===== src/rtl/wdg_pkg.sv =====
package wdg_pkg;

   // Action chosen for the current cycle, in priority order
   typedef enum logic [2:0] {
      ACT_IDLE    = 3'd0,
      ACT_CLEAR   = 3'd1,
      ACT_TEST    = 3'd2,
      ACT_RESTART = 3'd3,
      ACT_COUNT   = 3'd4
   } wdg_act_t;

   localparam int unsigned FRAMES_48K   = 4080;
   localparam int unsigned FRAMES_44K1  = 3749;
   localparam int unsigned FRAMES_32K   = 2720;

endpackage


===== src/rtl/wdg_frame_sync.sv =====
module wdg_frame_sync #(
   parameter int unsigned SYNC_STAGES = 2,
   parameter bit          RISE_EDGE   = 1'b1
) (
   input  logic clk,
   input  logic rst_n,
   input  logic lr_async,
   output logic frame_evt
);

   localparam int unsigned TOP = SYNC_STAGES - 1;

   logic [SYNC_STAGES-1:0] sync_q;
   logic                   last_q;

   generate
      if (SYNC_STAGES < 2) begin : g_bad_stages
         $error("wdg_frame_sync: SYNC_STAGES must be at least 2");
      end
   endgenerate

   always_ff @(posedge clk or negedge rst_n) begin
      if (!rst_n) begin
         sync_q <= '0;
         last_q <= 1'b0;
      end else begin
         sync_q <= {sync_q[SYNC_STAGES-2:0], lr_async};
         last_q <= sync_q[TOP];
      end
   end

   generate
      if (RISE_EDGE) begin : g_rise
         assign frame_evt = sync_q[TOP] & ~last_q;
      end else begin : g_fall
         assign frame_evt = ~sync_q[TOP] & last_q;
      end
   endgenerate

endmodule


===== src/rtl/wdg_period_reg.sv =====
module wdg_period_reg #(
   parameter int unsigned CNT_W    = 16,
   parameter int unsigned PRESET   = 4080
) (
   input  logic             clk,
   input  logic             rst_n,
   input  logic             load,
   input  logic [CNT_W-1:0] value,
   output logic             accepted,
   output logic [CNT_W-1:0] period
);

   localparam logic [CNT_W-1:0] PRESET_V = CNT_W'(PRESET);

   assign accepted = load && (value != '0);

   always_ff @(posedge clk or negedge rst_n) begin
      if (!rst_n) begin
         period <= PRESET_V;
      end else if (accepted) begin
         period <= value;
      end
   end

endmodule


===== src/rtl/wdg_phase_ctr.sv =====
module wdg_phase_ctr
   import wdg_pkg::*;
#(
   parameter int unsigned CNT_W = 16
) (
   input  logic             clk,
   input  logic             rst_n,
   input  wdg_act_t         act,
   input  logic [CNT_W-1:0] period,
   output logic [CNT_W-1:0] cnt,
   output logic             phase_end
);

   localparam logic [CNT_W-1:0] ONE = CNT_W'(1);

   logic last_frame;

   assign last_frame = (cnt >= (period - ONE));
   assign phase_end  = (act == ACT_COUNT) && last_frame;

   always_ff @(posedge clk or negedge rst_n) begin
      if (!rst_n) begin
         cnt <= '0;
      end else begin
         unique case (act)
            ACT_CLEAR,
            ACT_TEST,
            ACT_RESTART: cnt <= '0;
            ACT_COUNT:   cnt <= last_frame ? '0 : cnt + ONE;
            default:     cnt <= cnt;
         endcase
      end
   end

endmodule


===== src/rtl/wdg_pin_ctl.sv =====
module wdg_pin_ctl
   import wdg_pkg::*;
(
   input  logic     clk,
   input  logic     rst_n,
   input  wdg_act_t act,
   input  logic     phase_end,
   output logic     pull_low
);

   always_ff @(posedge clk or negedge rst_n) begin
      if (!rst_n) begin
         pull_low <= 1'b0;
      end else begin
         unique case (act)
            ACT_CLEAR: pull_low <= 1'b0;
            ACT_TEST:  pull_low <= ~pull_low;
            ACT_COUNT: pull_low <= phase_end ? ~pull_low : pull_low;
            default:   pull_low <= pull_low;
         endcase
      end
   end

endmodule


===== src/rtl/audio_wdog.sv =====
module audio_wdog
   import wdg_pkg::*;
#(
   parameter int unsigned CNT_W       = 16,
   parameter int unsigned PRESET      = wdg_pkg::FRAMES_48K,
   parameter int unsigned SYNC_STAGES = 2,
   parameter bit          RISE_EDGE   = 1'b1
) (
   input  logic             clk,
   input  logic             rst_n,
   input  logic             lrclk_in,
   input  logic             run_en,
   input  logic             test_req,
   input  logic             soft_rst,
   input  logic             period_load,
   input  logic [CNT_W-1:0] period_value,
   output logic             wdc_pull_low
);

   generate
      if (PRESET == 0) begin : g_bad_preset
         $error("audio_wdog: PRESET must be nonzero");
      end
      if (PRESET >= (64'd1 << CNT_W)) begin : g_bad_width
         $error("audio_wdog: PRESET does not fit in CNT_W bits");
      end
   endgenerate

   logic             frame_evt;
   logic             load_ok;
   logic [CNT_W-1:0] period;
   logic [CNT_W-1:0] cnt;
   logic             phase_end;
   wdg_act_t         act;

   wdg_frame_sync #(
      .SYNC_STAGES (SYNC_STAGES),
      .RISE_EDGE   (RISE_EDGE)
   ) u_sync (
      .clk       (clk),
      .rst_n     (rst_n),
      .lr_async  (lrclk_in),
      .frame_evt (frame_evt)
   );

   wdg_period_reg #(
      .CNT_W  (CNT_W),
      .PRESET (PRESET)
   ) u_period (
      .clk      (clk),
      .rst_n    (rst_n),
      .load     (period_load),
      .value    (period_value),
      .accepted (load_ok),
      .period   (period)
   );

   // Priority: soft reset / disable, test, reload, frame edge
   always_comb begin
      if (soft_rst || !run_en)  act = ACT_CLEAR;
      else if (test_req)        act = ACT_TEST;
      else if (load_ok)         act = ACT_RESTART;
      else if (frame_evt)       act = ACT_COUNT;
      else                      act = ACT_IDLE;
   end

   wdg_phase_ctr #(
      .CNT_W (CNT_W)
   ) u_ctr (
      .clk       (clk),
      .rst_n     (rst_n),
      .act       (act),
      .period    (period),
      .cnt       (cnt),
      .phase_end (phase_end)
   );

   wdg_pin_ctl u_pin (
      .clk       (clk),
      .rst_n     (rst_n),
      .act       (act),
      .phase_end (phase_end),
      .pull_low  (wdc_pull_low)
   );

endmodule


===== config.mk =====
export PLATFORM = sky130hd
export DESIGN_NAME = audio_wdog
export DESIGN_NICKNAME = d
export VERILOG_FILES = /design/src/rtl/wdg_pkg.sv /design/src/rtl/wdg_frame_sync.sv /design/src/rtl/wdg_period_reg.sv /design/src/rtl/wdg_phase_ctr.sv /design/src/rtl/wdg_pin_ctl.sv /design/src/rtl/audio_wdog.sv
export SDC_FILE = /design/constraint.sdc
export NUM_CORES = 1
export LEC_CHECK = 0
export BUFFER_PORTS_ARGS = -buffer_cell sky130_fd_sc_hd__buf_4
export CAP_MARGIN = 20
export CORE_MARGIN = 3
export CORE_UTILIZATION = 55
export DETAILED_ROUTE_END_ITERATION = 12
export PLACE_DENSITY = 0.83
export SYNTH_ARGS = -nofsm -noshare
export SYNTH_HDL_FRONTEND = slang
export SYNTH_HIERARCHICAL = 1
export SYNTH_SLANG_ARGS = --single-unit
export TNS_END_PERCENT = 1

===== constraint.sdc =====
create_clock -name clk -period 9.35 [get_ports clk]
set_input_delay 1.87 -clock clk [delete_from_list [all_inputs] [get_ports clk]]
set_output_delay 1.87 -clock clk [all_outputs]
set_load 0.02 [all_outputs]

==> flow_summary.ini <==
[clocking]
clkSlewWorstSetupHoldPaths_ns = 0.07
h-tree-depth = 2
cts-buffers-inserted = 5
cts_buffer_depth = 2
root_buffer = clkbuf_8
clk_latency_ns = 0.29
cts_tree = yes
cts_hold_buf = 0
clock-sinks = 36
cts.repair.resized = 0
post_cts_buffers = 0

[worst_setup_path]
startpoint_type = input port
crit_required_ns = 9.56
cp.arrival_ns = 4.38
path_delay_family = simple AND/OR/NAND/NOR gates
regToRegStartpoint = u_period/period[7]
cp_max_fo = 18
path_common_cell = buf_4
worst_path_max_delay_cell = or3_1
crit_buf_inv = 2
path_cells = buf_4 -> nor4_1 -> a41oi_2 -> buf_4 -> nor2_1 -> and3_1 -> nand2_1 -> nand4b_1 -> or3_1 -> o21ai_0
critical_path_class = input port to flop
slowest_delay_ns = 0.48
crit_path_end_kind = flop
critPathLaunch = period_value[1]
r2r_slack_ns = 5.64

[layout]
diodes = 0
drive_gt1_share_pct = 25.7
seqCellArea_um2 = 911
nFillCells = 342
multi_input_area_um2 = 1380
nNetsFinal = 309
area_growth_pct = 13.1
final_cells = 319

[routing]
wire_per_inst_um = 14.7
ant_nets = 0
drt-total-wl_um = 4680
avgViaCountPerCell = 5.78
drt_iter0_drc = 142
vias = 1844
drc_errors = 0
dr.pass1.iters = 4

[timing]
tightestPinTransition_ns = 0.617
timing.fmax_ghz = 0.240
maxSlewViolCount = 0
finalSetupViolCount = 0
rsz0062_at_grt = false
timing.final.crit_period_ns = 4.17
min_period_over_period_pct = 44.6
finalSetupTns_ns = 0
hold_viol_final = 0
finalClockSkew_ns = 0.00309
relSlewSlack_pct = 58.9

[global_routing]
grt_max_degree = 37
grt_pass1_vias = 1870
grt_usage_pct = 20.6
antenna_found_initial = 0
grt-ovfl-total = 0
grt_first_pass_wirelength_um = 8360

[power_and_ir_drop]
p_leak_nw = 1.11
power_density_nw_per_um2 = 128
ir_worst_vdd_uv = 82.6

[yosys]
syn_avg_cell_area_um2 = 9.86
synth_area_um2 = 2380
synth-seq-cells = 36
async_flop_share_pct = 100
syn-num-nets = 282
synthFlopType = dfrtp_1
synthCells = 241
ys_seq_area_share_pct = 38.3
synth_edf_count = 0
ys_types = 43
yosysWarnings = 6

[run_status]
outcome = finished, final reports clean

[hold_path]
hold_start = u_sync/sync_q[0]
hp-class = flop to flop

[job]
max_cap_viol_count = 0

[place]
dp_cells = 310
place_congestion = 0.751
hpwlAfterDp_um = 3510
io_buffer_count = 23

[floorplan]
coreArea_um2 = 4090
die_x_um = 71.7
initial_core_util_pct = 58.1
row_count = 23
die_area_um2 = 5140
design.portCount = 24
die_height_um = 71.7
==> routing by layer <==
layer / up-vias / wire, µm / track usage, % / part of all wire [%]
met1: 876 / 2160 / 27.4 / 46
met2: 35 / 2250 / 32.4 / 48
met5: - / 0 / 0 / 0
met4: 0 / 85 / 7.52 / 1.8
met3: 7 / 191 / 5.47 / 4.1
li1: 926 / - / - / -
==> registers in the layout (all words and copies together) (netlist names) <==
name	count
u_sync/last_q	1
u_sync/sync_q	2
u_period/period	16
u_pin/pull_low	1
u_ctr/cnt	16
==> cells in the mapped netlist, types with 2 or more instances <==
master,n,area share (%)
dfrtp_1,28,29
nand2_1,20,3.2
ha_1,18,9.5
nand3_1,17,3.6
a21oi_1,16,3.4
inv_1,16,2.5
o21ai_0,11,2.3
xnor2_1,11,4.1
nor2_1,10,1.6
mux2_4,9,5.7
dfstp_2,8,8.8
nor3_1,8,1.7
mux2_2,7,3.3
or3_1,7,1.8
nor4_1,6,1.6
xor2_1,4,1.5
nand2b_1,3,0.79
nor2b_1,3,0.79
o22ai_1,3,0.79
or4_4,3,1.4
a211oi_1,2,0.63
a31oi_1,2,0.53
buf_2,2,0.42
clkbuf_1,2,0.32
mux2i_1,2,0.84
nand3_2,2,0.84
nand4_1,2,0.53
nor2b_4,2,1.2
nor3_2,2,0.84
o311ai_0,2,0.74
==> cells by family (layout without fill, tap and decap cells) <==
| group | after synthesis | count (layout) | synth area share [%] |
|---|---|---|---|
| and+or+nand+nor | 92 | 92 | 22.3 |
| AOI/OAI and AO/OA | 41 | 41 | 10.7 |
| DFF | 36 | 36 | 38.3 |
| buffers and inverters | 21 | 49 | 3.74 |
| adders and majority gates | 18 | 18 | 9.48 |
| muxes | 18 | 18 | 9.85 |
| xor gates and xnor gates | 15 | 15 | 5.53 |
==> report_power, final <==
part | internal, mW | switching (mW) | total (mW)
logic | 0.0285 | 0.0233 | 0.0518
clock network | 0.0601 | 0.0549 | 0.115
registers | 0.166 | 0.00948 | 0.176
total | 0.255 | 0.0877 | 0.343
==> worst reg2reg max path, cell delays in order (launching register included) <==
cell and delay, ns:
dfstp_2 0.39, or4_4 0.54, nor3_1 0.28, nand2b_1 0.14, nor4_1 0.29, xnor2_1 0.13, ha_1 0.31, nand4_1 0.15
nor3_1 0.35, o211ai_1 0.22, and4b_1 0.43, a21oi_1 0.25, o22ai_1 0.10
==> cell usage in the layout, fill, tap and decap left out, drive strengths merged <==
cell type | Yosys | routed
o21ai | 11 | 11
nand2 | 20 | 20
o311ai | 3 | 3
mux2i | 2 | 2
buf | 3 | 25
a211oi | 2 | 2
a31oi | 2 | 2
a22o | 1 | 1
o211ai | 1 | 1
xor2 | 4 | 4
nor2b | 6 | 6
nor2 | 11 | 11
ha | 18 | 18
dfstp | 8 | 8
and4b | 1 | 1
xnor2 | 11 | 11
clkbuf | 2 | 8
a221oi | 1 | 1
and3 | 2 | 2
nand2b | 3 | 3
or3 | 7 | 7
nor3 | 10 | 10
a21oi | 16 | 16
nand4b | 1 | 1
or4 | 4 | 4
nor4 | 6 | 6
inv | 16 | 16
o22ai | 3 | 3
a41oi | 1 | 1
nand3 | 19 | 19
nand4 | 2 | 2
mux2 | 16 | 16
dfrtp | 28 | 28
==> per-stage QoR <==
step / utilization [%] / hold WS (ns) / power (mW) / setup slack (ns) / area, µm²
after floorplan: - / 0.331 / 0.211 / 5.35 / 2380
after global placement: 63.4 / 0.335 / 0.228 / 4.86 / 2590
after detailed placement: 63.4 / 0.338 / 0.231 / 4.84 / 2590
after CTS: 65.6 / 0.353 / 0.345 / 5.15 / 2680
after global routing: 65.8 / 0.358 / 0.361 / 4.94 / 2690
final: 65.8 / 0.349 / 0.343 / 5.18 / 2690
==> path summary, 6_finish.rpt <==
path | endpoint | cells after the start
setup reg to reg | u_ctr/cnt[2] | 12
max in group asynchronous | u_period/period[10] | 1
hold reg to reg | u_sync/sync_q[1] | 0
hold / removal | u_sync/sync_q[1] | 0
min in group asynchronous | u_ctr/cnt[4] | 1
setup / recovery | u_ctr/cnt[9] | 10
==> cell type report <==
type | count | area share (%)
Sequential cell | 36 | 33.9
Clock buffer | 8 | 3.35
Tap cell | 50 | 2.33
Inverter | 16 | 2.23
Timing Repair Buffer | 25 | 6.98
Multi-Input combinational cell | 184 | 51.2
Power figures use the tool's default switching activity.
